### src/rtl/win_switch.sv
module win_switch #(
  parameter int IDX_W = 4,
  parameter int ADDR_W = 32,
  parameter int CORE_SHIFT = 12,
  parameter logic [ADDR_W-1:0] ENUM_BASE = 32'h1800_0000,
  parameter int MAX_RETRY = 3,
  parameter int CLK_MHZ = 125,
  parameter int WAIT_US = 10
) (
  input  logic              clk,
  input  logic              rst_n,
  input  logic              req_valid,
  output logic              req_ready,
  input  logic [IDX_W-1:0]  req_idx,
  output logic              done,
  output logic              err,
  output logic              map_vld,
  output logic [IDX_W-1:0]  map_idx,
  output logic              reg_wr,
  output logic              reg_rd,
  output logic [ADDR_W-1:0] reg_wdata,
  input  logic [ADDR_W-1:0] reg_rdata,
  input  logic              reg_ack,
  input  logic              reg_err
);

  localparam int WAIT_CYC = CLK_MHZ * WAIT_US;
  localparam int WCNT_W = $clog2(WAIT_CYC + 1);
  localparam int TRY_W = $clog2(MAX_RETRY + 1) + 1;

  typedef enum logic [1:0] {S_IDLE, S_WR, S_RD, S_WAIT} state_t;

  state_t state;
  logic [IDX_W-1:0] tgt;
  logic [TRY_W-1:0] tries;
  logic [WCNT_W-1:0] wcnt;
  logic [ADDR_W-1:0] rb_off;
  logic match, hit;

  assign req_ready = (state == S_IDLE);
  assign reg_wr = (state == S_WR);
  assign reg_rd = (state == S_RD);
  assign reg_wdata = ENUM_BASE + (ADDR_W'(tgt) << CORE_SHIFT);
  assign rb_off = reg_rdata - ENUM_BASE;
  assign match = (rb_off >> CORE_SHIFT) == ADDR_W'(tgt);
  assign hit = map_vld && (map_idx == req_idx);

  always_ff @(posedge clk) begin
    if (!rst_n) begin
      state <= S_IDLE;
      tgt <= '0;
      tries <= '0;
      wcnt <= '0;
      done <= 1'b0;
      err <= 1'b0;
      map_vld <= 1'b0;
      map_idx <= '0;
    end else begin
      done <= 1'b0;
      err <= 1'b0;
      case (state)
        S_IDLE:
          if (req_valid) begin
            tgt <= req_idx;
            tries <= '0;
            if (hit) done <= 1'b1;
            else state <= S_WR;
          end
        S_WR:
          if (reg_ack) begin
            if (reg_err) begin
              err <= 1'b1;
              map_vld <= 1'b0;
              state <= S_IDLE;
            end else begin
              state <= S_RD;
            end
          end
        S_RD:
          if (reg_ack) begin
            if (reg_err) begin
              err <= 1'b1;
              map_vld <= 1'b0;
              state <= S_IDLE;
            end else if (match) begin
              done <= 1'b1;
              map_vld <= 1'b1;
              map_idx <= tgt;
              state <= S_IDLE;
            end else if (tries == TRY_W'(MAX_RETRY)) begin
              err <= 1'b1;
              map_vld <= 1'b0;
              state <= S_IDLE;
            end else begin
              tries <= tries + 1'b1;
              wcnt <= '0;
              state <= S_WAIT;
            end
          end
        S_WAIT:
          if (wcnt == WCNT_W'(WAIT_CYC - 1)) state <= S_WR;
          else wcnt <= wcnt + 1'b1;
        default: state <= S_IDLE;
      endcase
    end
  end


  strobe_excl_chk: assert property (@(posedge clk) disable iff (!rst_n)
    $onehot0({reg_wr, reg_rd}));


  wdata_hold_chk: assert property (@(posedge clk) disable iff (!rst_n)
    (reg_wr && !reg_ack) |=> (reg_wr && $stable(reg_wdata)));


  done_err_excl_chk: assert property (@(posedge clk) disable iff (!rst_n)
    !(done && err));


  done_pulse_chk: assert property (@(posedge clk) disable iff (!rst_n)
    done |=> !done || req_ready);


  busy_not_ready_chk: assert property (@(posedge clk) disable iff (!rst_n)
    (reg_wr || reg_rd) |-> !req_ready);


  done_mapped_chk: assert property (@(posedge clk) disable iff (!rst_n)
    done |-> map_vld);


  err_unmapped_chk: assert property (@(posedge clk) disable iff (!rst_n)
    err |-> !map_vld);


  wr_fail_no_rd_chk: assert property (@(posedge clk) disable iff (!rst_n)
    (reg_wr && reg_ack && reg_err) |=> (err && !reg_rd));

endmodule

### config.mk
export PLATFORM = sky130hd
export DESIGN_NAME = win_switch
export DESIGN_NICKNAME = d
export VERILOG_FILES = /design/src/rtl/win_switch.sv
export SDC_FILE = /design/constraint.sdc
export NUM_CORES = 1
export LEC_CHECK = 0
export ABC_AREA = 1
export BUFFER_PORTS_ARGS = -buffer_cell sky130_fd_sc_hd__buf_2
export CORE_MARGIN = 10
export CORE_UTILIZATION = 50
export DETAILED_ROUTE_END_ITERATION = 10
export GPL_ROUTABILITY_DRIVEN = 0
export MAX_ROUTING_LAYER = met4
export PLACE_DENSITY = 0.81
export SKIP_CTS_REPAIR_TIMING = 1
export SLEW_MARGIN = 40
export SYNTH_ARGS = -nofsm -noshare
export SYNTH_HDL_FRONTEND = slang
export SYNTH_SLANG_ARGS = --single-unit
### constraint.sdc
create_clock -name clk -period 2 [get_ports clk]
set_input_delay 0.3 -clock clk [delete_from_list [all_inputs] [get_ports clk]]
set_output_delay 0.3 -clock clk [all_outputs]
set_load 0.02 [all_outputs]
; Word level (Yosys, flattened, before mapping)
; Index checks and enable logic that the tools add are counted.
[totals]
register_bits = 27
in_bits = 41
out_inout_bits = 42
wordCells = 84
[op_classes]
n_addsub = 4
eq_ne = 18
mux = 42
n_bitwise = 1
reduce_logical = 11
[op_table]
columns = cell, n
row1 = $mux 11, 5
row2 = $sub 32x29->32 const B, 1
row3 = $add 29x16->30 const A, 1
row4 = $pmux 11 s2, 1
row5 = $eq 20x4->1, 1
row6 = $mux 2, 9
row7 = $mux 1, 17
row8 = $mux 3, 5
row9 = $ne 2x2->1 const B, 7
row10 = $reduce_and 6->1, 2
row11 = $add 11x1->11 const B, 1
row12 = $eq 11x11->1 const B, 1
row13 = $reduce_and 5->1, 2
row14 = $pmux 2 s4, 1
row15 = $ne 2x1->1 const B, 3
row16 = $pmux 1 s2, 3
row17 = $pmux 3 s2, 1
row18 = $reduce_bool 2->1, 3
row19 = $eq 2x2->1 const B, 2
row20 = $eq 4x4->1, 1
row21 = $ne 4x1->1 const B, 1
row22 = $reduce_and 4->1, 1
row23 = $add 3x1->3 const B, 1
row24 = $eq 3x2->1 const B, 1
row25 = other kinds (5), 5

; Longest topological paths before layout
[logic_depth]
ltp_word = 6
depth_mapped = 14

; Worst setup path before layout
; Ideal clock, no wire load.
[synth_timing]
path_kind = register to register
start = register state[0]
end = register wcnt[1]
arrival_time_ns = 1.599
required_time_ns = 1.872
path_slack_ns = 0.273
stages_incl_launch_ff = 12
path_buffers = 2
synth_period_minus_slack_ns = 1.727
cell_sequence = dfxtp_1 -> inv_1 -> ha_1 -> buf_2 -> inv_1 -> nand2_1 -> nand2_1 -> nor2_2 -> buf_4 -> nand4_1 -> nand2_1 -> nor2_1
[synth_between]
elab_chain_len = 3
elab_cells_between_ends = 10
[synth_lines]
columns = element, line_no
row1 = "start, declared", 33  ; state_t state;
row2 = "start signal, assigned", 50  ; state <= S_IDLE;
row3 = "start signal, assigned", 67  ; else state <= S_WR;
row4 = "start signal, assigned", 74  ; state <= S_IDLE;
row5 = $eq 2x2->1 (*), --
row6 = via reg_rd, 20  ; output logic reg_rd,
row7 = "$ne 2x2->1 (no line), or another cell as far along", --
row8 = $reduce_and 6->1 (no line), --
row9 = "end signal, assigned", 102  ; else wcnt <= wcnt + 1'b1;
row10 = "end, declared", 36  ; logic [WCNT_W-1:0] wcnt;
; The timed path passes the listed nets; every way through them passes the cells marked *.
; A chain may end at the register's enable or synchronous reset.

; Worst setup path in the final report
[layout_timing]
start = register state[0]
end = register tries[1]
[layout_between]
elab_chain_len = 3
elab_cells_between_ends = 10
[layout_lines]
columns = element, line_no
row1 = $eq 2x2->1 or $logic_not 2->1 (tied branches), 61  ; case (state)
row2 = "$ne 2x2->1 (no line), or another cell as far along", --
row3 = $reduce_and 6->1 (no line), --
row4 = "end signal, assigned", 95  ; tries <= tries + 1'b1;
row5 = "end, declared", 35  ; logic [TRY_W-1:0] tries;
; Parallel ways exist; a longest one is shown, timed or not.

==> results.yml <==
synthesis:
  syn_area_per_cell_um2: 6.015
  synthXorXnorAreaFrac: 0.01605
  synth_cells: 363
  synth.area.mux_share: 0
  syn_area_um2: 2183
  synth_top_family_by_area: "simple AND/OR/NAND/NOR gates"
  synthSimpleGateAreaFrac: 0.4138
  ys_ff_latch: 27
  synth-compound-area-share: 0.07393
  seq_area_frac_synth: 0.2476
  yosysUniqueCellTypes: 30
  synthAdderAreaFrac: 0.05158
  yosys_warnings: 0
final_layout:
  seqCellArea_um2: 540.5
  mostFrequentLayoutCells: "99 x nand2_1, 61 x nor2_1, 44 x inv_1"
  final_common_cell: "nand2_1"
  fin_area_um2: 2369
  syn_to_final_growth_pct: 8.481
  fillers: 417
  multi_input_area_um2: 1318
  nNetsFinal: 453
  drive_above_1_share: 0.1443
  diodes: 0
clocking:
  cts_inserted_buffers: 3
  cts_buffer_depth: 2
  cts_root_buf: "clkbuf_8"
  htreeDepth: 1
  clk_latency_ps: 280
  cts_tree: "done"
  path_clk_slew_ps: 100
  clock_sinks: 27
setup_path:
  critical_path.max_stage_delay_ps: 370
  path_max_fanout: 5
  ff2ff_path_depth: 8
  rrSetupSlack_ps: 290
  crit_slowest_cell: "dfxtp_1"
  start_kind: "register"
  reg2reg_from: "state[0]"
  reg2reg_to: "tries[1]"
  crit_chain: "inv_1 > ha_1 > inv_1 > a21oi_1 > nor2_1 > nand3_1 > nand2_1 > a21oi_1"
  worst-path-buf-inv: 2
  cp-end-kind: "register"
  crit_arrival_ps: 1850
  crit_type: "reg2reg"
  path_delay_family: "simple AND/OR/NAND/NOR gates"
  crit_required_ps: 2140
place:
  io_buffers: 42
  placed_area_um2: 2322
  dp_hpwl_mm: 4.124
timing:
  fin_setup_tns_ps: 0
  fmax_mhz: 583.6
  grt_setup_unrepaired: "no"
  fin_crit_ps: 1713
  relSlewSlack: 0.6580
  hold_viol_final: 0
  setup_violations: 0
  worst-slew-pin-transition_ps: 512.4
  final-max-slew-violation-count: 0
  fin_crit_sh: 0.8567
  clock_skew_ps: 10.96
die:
  die_x_um: 86.08
  io_pins: 83
  die_h_um: 86.08
  dieArea_um2: 7410
  start_util: 0.5306
  rows: 23
  core_area_um2: 4115
grt:
  grt-ovfl-total: 0
  antenna_found_initial: 0
  grtUsageTotal: 0.1401
  grt_pass1_wl_mm: 8.735
  grt_pass1_vias: 1939
  grt_max_degree: 16
drt:
  drtIter0Drc: 107
  drtAntennaViolNets: 0
  routedWlPerCell_um: 11.38
  drt_wl_total_mm: 5.143
  vias_per_cell: 4.697
  vias: 2123
  drc_errors: 0
  drtPass1Iterations: 4
power:
  p_leak_nw: 1.204
  ir_drop_v: 0.0004075
  power.density_nw_per_um2: 519.1
hold_path:
  worstHoldPathType: "in2reg"
  holdPathStages: 3
  hold_start: "reg_err"
  hold_path_end: "err"
status:
  status: "finished, final reports clean"
run:
  cap_violations: 0
cells by family after synthesis:
| kind of cell | Yosys count |
|---|---|
| AO/OA/AOI/OAI | 31 |
| AND/OR/NAND/NOR | 209 |
| flip-flops | 27 |
| adder cells (fa/ha/maj) | 9 |
| buffers and inverters | 81 |
| other | 2 |
| XOR/XNOR | 4 |
metrics by stage:
stage | worst slack (ps) | util | total power, W | std cells | hold slack (ps)
CTS | 313.9 | 0.5756 | 0.001230 | 452 | 300.9
global placement | 113.3 | 0.5643 | 0.0009157 | 448 | 450.7
global route | 131.9 | 0.5756 | 0.001305 | 452 | 326.3
detailed placement | 105.9 | 0.5643 | 0.0009205 | 448 | 464.8
floorplan | 273.4 | - | 0.0008678 | 389 | 417.7
finish | 286.6 | 0.5756 | 0.001229 | 452 | 311.7
layout make-up:
type / instances / area share
clock buffer: 3 / 0.01743
inverter: 45 / 0.07132
clock inverter: 1 / 0.002113
multi-input combinational: 281 / 0.5563
sequential: 27 / 0.2282
timing repair buffer: 45 / 0.09826
tap: 50 / 0.02641
worst min-delay path, delay by kind of cell:
kind            cells  cell delay (ps)
buf+inv             1              120
simple gates        1               70
compound gates      1               50
registers in the layout, indices dropped and copies added, names as in the netlist:
name,flops
done,1
err,1
map_idx,4
map_vld,1
state,2
tgt,4
tries,3
wcnt,11
how the worst max path moves through the flow:
stage                   from        to  slack, ps  depth (start not counted)
6_report            state[0]  tries[1]        290                          8
5_1_grt              wcnt[1]   wcnt[9]        130                         12
4_1_cts             state[0]   wcnt[8]        310                          7
3_5_place_dp   reg_rdata[27]   wcnt[0]        110                         11
3_3_place_gp   reg_rdata[27]   wcnt[0]        110                         11
2_1_floorplan       state[0]   wcnt[1]        270                         11
routing by layer:
layer,GRT usage,up-vias,wire (um),part of all wire
li1,-,1160,-,-
met1,0.1746,909,2426,0.47
met2,0.2211,52,2387,0.46
met3,0.03500,2,305,0.059
met4,0.03144,0,23,0.0045
met5,-,-,0,0
cells in the mapped netlist, drive strengths merged:
master | instances | area [um^2]
nand2 | 100 | 377.9
nor2 | 63 | 241.5
inv | 45 | 168.9
buf | 33 | 242.7
dfxtp | 27 | 540.5
a21oi | 21 | 105.1
nand4 | 21 | 137.6
nand3 | 17 | 95.09
ha | 9 | 112.6
o21ai | 7 | 35.03
nor3 | 4 | 25.02
clkbuf | 3 | 11.26
xor2 | 3 | 26.28
conb | 2 | 7.510
o21bai | 2 | 15.01
or2 | 2 | 12.52
a31oi | 1 | 6.260
and2 | 1 | 6.260
nand3b | 1 | 7.510
xnor2 | 1 | 8.760
power breakdown:
part	internal [W]	leakage [nW]	switching, W	total [W]
Sequential	0.000558	0.219	0.0000209	0.000579
Combinational	0.000101	0.960	0.000233	0.000334
Clock	0.000140	0.0255	0.000176	0.000316
Total	0.000800	1.20	0.000430	0.00123
No activity file was read; power rests on OpenSTA's default activity.
